### src/rtl/binned_mac_pkg.sv
package binned_mac_pkg;
   typedef enum logic {
      PH_ACC = 1'b0,
      PH_MUL = 1'b1
   } phase_t;
endpackage

### src/rtl/bin_weight_table.sv
module bin_weight_table #(
   parameter int NUM_BINS = 16,
   parameter int WGT_W    = 8,
   localparam int IDX_W   = $clog2(NUM_BINS)
) (
   input  logic                    clk,
   input  logic                    rst_n,
   input  logic                    wr_en,
   input  logic [IDX_W-1:0]        wr_idx,
   input  logic signed [WGT_W-1:0] wr_val,
   input  logic [IDX_W-1:0]        rd_idx,
   output logic signed [WGT_W-1:0] rd_val
);
   logic signed [WGT_W-1:0] wgt_q [NUM_BINS];

   for (genvar b = 0; b < NUM_BINS; b++) begin : g_entry
      always_ff @(posedge clk or negedge rst_n) begin
         if (!rst_n)
            wgt_q[b] <= '0;
         else if (wr_en && (wr_idx == IDX_W'(b)))
            wgt_q[b] <= wr_val;
      end
   end

   assign rd_val = wgt_q[rd_idx];
endmodule

### src/rtl/bin_accum_bank.sv
module bin_accum_bank #(
   parameter int NUM_BINS = 16,
   parameter int ACT_W    = 8,
   parameter int ACC_W    = 24,
   localparam int IDX_W   = $clog2(NUM_BINS)
) (
   input  logic                    clk,
   input  logic                    rst_n,
   input  logic                    add_en,
   input  logic                    clr,
   input  logic [IDX_W-1:0]        add_idx,
   input  logic signed [ACT_W-1:0] add_act,
   input  logic [IDX_W-1:0]        rd_idx,
   output logic signed [ACC_W-1:0] rd_total
);
   logic signed [ACC_W-1:0] tot_q [NUM_BINS];
   logic signed [ACC_W-1:0] act_ext;

   assign act_ext = ACC_W'(add_act);

   for (genvar b = 0; b < NUM_BINS; b++) begin : g_bin
      logic hit;
      assign hit = (add_idx == IDX_W'(b));
      always_ff @(posedge clk or negedge rst_n) begin
         if (!rst_n)
            tot_q[b] <= '0;
         else if (add_en) begin
            if (clr)
               tot_q[b] <= hit ? act_ext : '0;
            else if (hit)
               tot_q[b] <= tot_q[b] + act_ext;
         end
      end
   end

   assign rd_total = tot_q[rd_idx];
endmodule

### src/rtl/bin_product_stage.sv
module bin_product_stage #(
   parameter int ACC_W = 24,
   parameter int WGT_W = 8,
   parameter int RES_W = 32
) (
   input  logic                    clk,
   input  logic                    rst_n,
   input  logic                    clr,
   input  logic                    step,
   input  logic signed [ACC_W-1:0] bin_total,
   input  logic signed [WGT_W-1:0] bin_wgt,
   output logic signed [RES_W-1:0] sum_next
);
   logic signed [RES_W-1:0] sum_q;
   logic signed [RES_W-1:0] prod;

   assign prod     = RES_W'(bin_total) * RES_W'(bin_wgt);
   assign sum_next = sum_q + prod;

   always_ff @(posedge clk or negedge rst_n) begin
      if (!rst_n)
         sum_q <= '0;
      else if (clr)
         sum_q <= '0;
      else if (step)
         sum_q <= sum_next;
   end
endmodule

### src/rtl/binned_mac.sv
module binned_mac #(
   parameter int NUM_BINS = 16,
   parameter int ACT_W    = 8,
   parameter int WGT_W    = 8,
   parameter int ACC_W    = 24,
   parameter int RES_W    = 32,
   localparam int IDX_W   = $clog2(NUM_BINS)
) (
   input  logic             clk,
   input  logic             rst_n,
   input  logic             in_valid,
   output logic             in_ready,
   input  logic [ACT_W-1:0] in_act,
   input  logic [IDX_W-1:0] in_idx,
   input  logic             in_start,
   input  logic             in_last,
   input  logic             wt_we,
   input  logic [IDX_W-1:0] wt_addr,
   input  logic [WGT_W-1:0] wt_data,
   output logic [RES_W-1:0] res_data,
   output logic             res_done
);
   import binned_mac_pkg::*;

   localparam logic [IDX_W-1:0] LAST_BIN = IDX_W'(NUM_BINS - 1);

   if (NUM_BINS < 2 || NUM_BINS != (1 << IDX_W)) begin : g_chk_bins
      $error("NUM_BINS must be a power of two of at least 2");
   end
   if (ACC_W <= ACT_W) begin : g_chk_acc
      $error("ACC_W must exceed ACT_W");
   end
   if (RES_W < ACC_W + WGT_W) begin : g_chk_res
      $error("RES_W must hold a full bin product");
   end

   phase_t                  phase_q;
   logic [IDX_W-1:0]        bin_q;
   logic                    done_q;
   logic [RES_W-1:0]        res_q;
   logic                    take;
   logic                    close;
   logic                    final_step;
   logic signed [ACC_W-1:0] cur_total;
   logic signed [WGT_W-1:0] cur_wgt;
   logic signed [RES_W-1:0] sum_next;

   assign in_ready   = (phase_q == PH_ACC);
   assign take       = in_valid && in_ready;
   assign close      = take && in_last;
   assign final_step = (phase_q == PH_MUL) && (bin_q == LAST_BIN);

   bin_accum_bank #(
      .NUM_BINS(NUM_BINS), .ACT_W(ACT_W), .ACC_W(ACC_W)
   ) i_bank (
      .clk(clk), .rst_n(rst_n), .add_en(take), .clr(in_start),
      .add_idx(in_idx), .add_act(in_act), .rd_idx(bin_q), .rd_total(cur_total)
   );

   bin_weight_table #(
      .NUM_BINS(NUM_BINS), .WGT_W(WGT_W)
   ) i_table (
      .clk(clk), .rst_n(rst_n), .wr_en(wt_we && in_ready),
      .wr_idx(wt_addr), .wr_val(wt_data), .rd_idx(bin_q), .rd_val(cur_wgt)
   );

   bin_product_stage #(
      .ACC_W(ACC_W), .WGT_W(WGT_W), .RES_W(RES_W)
   ) i_prod (
      .clk(clk), .rst_n(rst_n), .clr(close), .step(phase_q == PH_MUL),
      .bin_total(cur_total), .bin_wgt(cur_wgt), .sum_next(sum_next)
   );

   always_ff @(posedge clk or negedge rst_n) begin
      if (!rst_n) begin
         phase_q <= PH_ACC;
         bin_q   <= '0;
         done_q  <= 1'b0;
         res_q   <= '0;
      end else begin
         done_q <= final_step;
         if (close) begin
            phase_q <= PH_MUL;
            bin_q   <= '0;
         end else if (phase_q == PH_MUL) begin
            bin_q <= bin_q + 1'b1;
            if (final_step) begin
               phase_q <= PH_ACC;
               res_q   <= sum_next;
            end
         end
      end
   end

   assign res_data = res_q;
   assign res_done = done_q;
endmodule

### config.mk
export PLATFORM = sky130hd
export DESIGN_NAME = binned_mac
export DESIGN_NICKNAME = d
export VERILOG_FILES = /design/src/rtl/binned_mac_pkg.sv /design/src/rtl/bin_weight_table.sv /design/src/rtl/bin_accum_bank.sv /design/src/rtl/bin_product_stage.sv /design/src/rtl/binned_mac.sv
export SDC_FILE = /design/constraint.sdc
export NUM_CORES = 2
export LEC_CHECK = 0
export BUFFER_PORTS_ARGS = -buffer_cell sky130_fd_sc_hd__buf_2
export CORE_ASPECT_RATIO = 1.4
export CORE_MARGIN = 2
export CORE_UTILIZATION = 60
export DETAILED_ROUTE_END_ITERATION = 12
export MAX_ROUTING_LAYER = met4
export PLACE_DENSITY = 0.79
export RECOVER_POWER = 100
export SKIP_LAST_GASP = 1
export SYNTH_ARGS = -nofsm -noshare
export SYNTH_HDL_FRONTEND = slang
export SYNTH_SLANG_ARGS = --single-unit
### constraint.sdc
create_clock -name clk -period 8.3 [get_ports clk]
set_clock_uncertainty 0.1 [all_clocks]
set_input_delay 1.66 -clock clk [delete_from_list [all_inputs] [get_ports clk]]
set_output_delay 1.66 -clock clk [all_outputs]
set_load 0.01 [all_outputs]
==> results_dict.tcl <==
set metrics [dict create \
    hold_buffers 0 \
    rrSetupSlack_ns 0.46 \
    synthMuxAreaShare_pct 10.3 \
    globalplace.congestion 1.01 \
    status "finished, violations left" \
    synth_area_um2 51000 \
    synth_xor_area_share_pct 5.43 \
    grt_max_degree 157 \
    cts_tree "built" \
    avgViaCountPerCell 6.67 \
    grt_pass1_vias 43850 \
    port_buffers 63 \
    reg2reg_from "bin_q[0]$_DFFE_PN0P_" \
    max_freq_ghz 0.128 \
    syn_inst 5401 \
    path_clk_slew_ns 0.07 \
    synth_compound_area_share_pct 21.4 \
    synth_fa_ha_area_share_pct 18.6 \
    vias 43785 \
    finalMaxSlewViolations 576 \
    yosysSeqAreaShare_pct 28.6 \
    synth_flop_cell "dfrtp_1" \
    post-route-min-period_ns 7.84 \
    crit_path_end "res_data[24]$_DFFE_PN0P_" \
    synth_edf_count 0 \
    routed_wl_mm 157 \
    rows 126 \
    cts_buffer_depth 3 \
    reg2reg_depth 27 \
    antenna_found_initial 11 \
    cts_buffers 61 \
    drive_gt1_share_pct 9.66 \
    yosys_warnings 0 \
    crit_required_ns 8.70 \
    synthTopCellsByCount "582 x dfrtp_1, 482 x o21ai_0, 451 x nor2_1, 438 x ha_1, 403 x nand2_1" \
    die_width_um 250 \
    max-slew-margin-rel_pct -241 \
    setup-tns-final_ns 0 \
    ioPinCount 64 \
    track_usage_pct 37.2 \
    reg2reg_to "res_data[24]$_DFFE_PN0P_" \
    min_period_over_period_pct 94.5 \
    synth.net_count 6068 \
    synth_top_family_by_area "compound AO/OA/AOI/OAI gates" \
    violations "max-capacitance violations, max-slew violations" \
    yosys.cell_count.top_type "dfrtp_1" \
    yosys.area_share.simple_pct 12.3 \
    finalHoldViolations 0 \
    htree_levels 2 \
    grt_pass1_wl_mm 247 \
    min_path_type "reg2reg" \
    synthArstFlopShare_pct 100 \
    wl_per_cell_um 23.8 \
    critPathLaunchType "flip-flop" \
    worst_pin_slew_ns 5.11 \
    slowest_delay_ns 0.63 \
    syn_to_final_growth_pct 7.28 \
    crit_start "bin_q[0]$_DFFE_PN0P_" \
    yosys-top-cells-area "dfrtp_1 29%, ha_1 11%, fa_1 7.8%, mux4_2 5.9%, o21ai_0 4.7%" \
    synth_top_area_cell "dfrtp_1" \
    fin_nets 6085 \
    yosysUniqueCellTypes 90 \
    grt-ovfl-total 0 \
    grt_setup_unrepaired "false" \
    maxCapViolCount 12 \
    die_y_um 349 \
    initial_core_util_pct 60.5 \
    post-route-drc-count 0 \
    dp_hpwl_mm 116 \
    die-area_um2 87300 \
    clk_latency_ns 0.69 \
    ys_ff_latch 582 \
    arrival_ns 8.24 \
    setup_viol 0 \
    yosysTopAreaCellShare_pct 28.6 \
    root_buffer "clkbuf_16" \
    cts_num_sinks 582 \
    cp_slowest_cell "dfrtp_4" \
    crit_fanout 22 \
    syn_avg_cell_area_um2 9.44 \
    end_kind "flip-flop" \
    crit_type "reg2reg" \
    drtAntennaViolNets 0 \
    crit_top_cell "fa_1" \
    drt_iter0_markers 3885 \
    core-area_um2 84200 \
    dr.pass1.iters 7 \
    hold_path_startpoint "res_data[15]$_DFFE_PN0P_" \
]
## repair_timing
item / CTS / global route
resized for setup: 0 / 1
endpoints found under the setup margin: 0 / 2
buffers inserted: 0 / 0
## state kept, by name, indices dropped and copies added (netlist names)
name           flops
i_bank.tot_q     384
i_table.wgt_q    128
i_prod.sum_q      32
res_data          32
bin_q              4
phase_q            1
res_done           1
## kinds of logic (layout without fill, tap and decap cells)
kind of cell,after synthesis,count (layout)
adder cells (fa/ha/maj),637,637
multiplexers,335,335
flip-flops,582,582
other,0,12
AND/OR/NAND/NOR,1356,1356
buffers and inverters,468,535
XOR/XNOR,316,316
AO/OA/AOI/OAI,1707,1707
## critical path, delay by kind of cell (launching register included)
| kind | cells | cell delay (ns) |
|---|---|---|
| DFF | 1 | 0.63 |
| AOI/OAI and AO/OA | 9 | 1.67 |
| and+or+nand+nor | 3 | 0.41 |
| buffers and inverters | 6 | 1.02 |
| xor gates and xnor gates | 1 | 0.21 |
| muxes | 2 | 0.88 |
| adders and majority gates | 6 | 2.68 |
## through the flow
step / setup WS (ns) / instances / instance area (um2) / hold slack (ns) / util [%]
after CTS: 0.394 / 6556 / 54900 / 0.373 / 65.2
final: 0.459 / 6568 / 54700 / 0.371 / 65.0
after global routing: 0.0869 / 6567 / 54700 / 0.392 / 64.9
after detailed placement: 0.435 / 6443 / 52800 / 0.358 / 62.7
after floorplan: 1.03 / 5401 / 51000 / 0.347 / -
after global placement: 0.544 / 6443 / 52800 / 0.354 / 62.7
## layer usage
metal | vias up | track usage (%) | wire [um]
li1 | 19777 | - | -
met1 | 21354 | 41.8 | 56400
met2 | 1933 | 59.6 | 74200
met3 | 721 | 5.92 | 11000
met4 | 0 | 28.6 | 14900
met5 | - | - | 0
## layout make-up
| class | count | area [um2] |
|---|---|---|
| Multi-Input combinational cell | 4351 | 34600 |
| Fill cell | 6782 | 29500 |
| Sequential cell | 582 | 14600 |
| Clock buffer | 89 | 1800 |
| Tap cell | 1088 | 1360 |
| Inverter | 266 | 1000 |
| Timing Repair Buffer | 156 | 957 |
| Clock inverter | 24 | 329 |
| Antenna cell | 12 | 30.0 |
## worst min path at each step
stage / endpoint / slack (ns) / depth (start not counted)
3_5_place_dp: res_data[15]$_DFFE_PN0P_ / 0.36 / 2
5_1_grt: res_data[16]$_DFFE_PN0P_ / 0.39 / 2
4_1_cts: res_data[15]$_DFFE_PN0P_ / 0.37 / 2
3_3_place_gp: res_data[14]$_DFFE_PN0P_ / 0.35 / 2
2_1_floorplan: i_prod.sum_q[9]$_DFFE_PN0P_ / 0.35 / 2
6_report: res_data[15]$_DFFE_PN0P_ / 0.37 / 2
## cells in the final DEF (no fill, tap or decap), types with 24 or more instances in the layout
| master | count |
|---|---|
| fa_1 | 199 |
| o21a_1 | 200 |
| mux2_2 | 165 |
| mux4_2 | 133 |
| a31oi_1 | 49 |
| nand4_1 | 30 |
| dfrtp_1 | 578 |
| inv_1 | 265 |
| clkbuf_16 | 61 |
| nor3_1 | 80 |
| o21bai_1 | 42 |
| xnor2_1 | 175 |
| clkbuf_1 | 84 |
| o21ai_0 | 490 |
| xor2_1 | 141 |
| nand2b_1 | 49 |
| o21ai_1 | 25 |
| and2_1 | 24 |
| buf_2 | 26 |
| mux2i_1 | 36 |
| a211oi_1 | 56 |
| nor2b_1 | 52 |
| ha_1 | 438 |
| nand3_1 | 91 |
| o22a_1 | 24 |
| nand2_1 | 402 |
| o31ai_1 | 34 |
| or3_1 | 42 |
| a21o_1 | 140 |
| buf_4 | 41 |
| a22o_1 | 91 |
| nor2_1 | 452 |
| a21oi_1 | 386 |
| and3_1 | 46 |
Power is left out: the tool's default activity adds up to more than one toggle a clock period on the data nets, which glitch-free logic cannot reach.
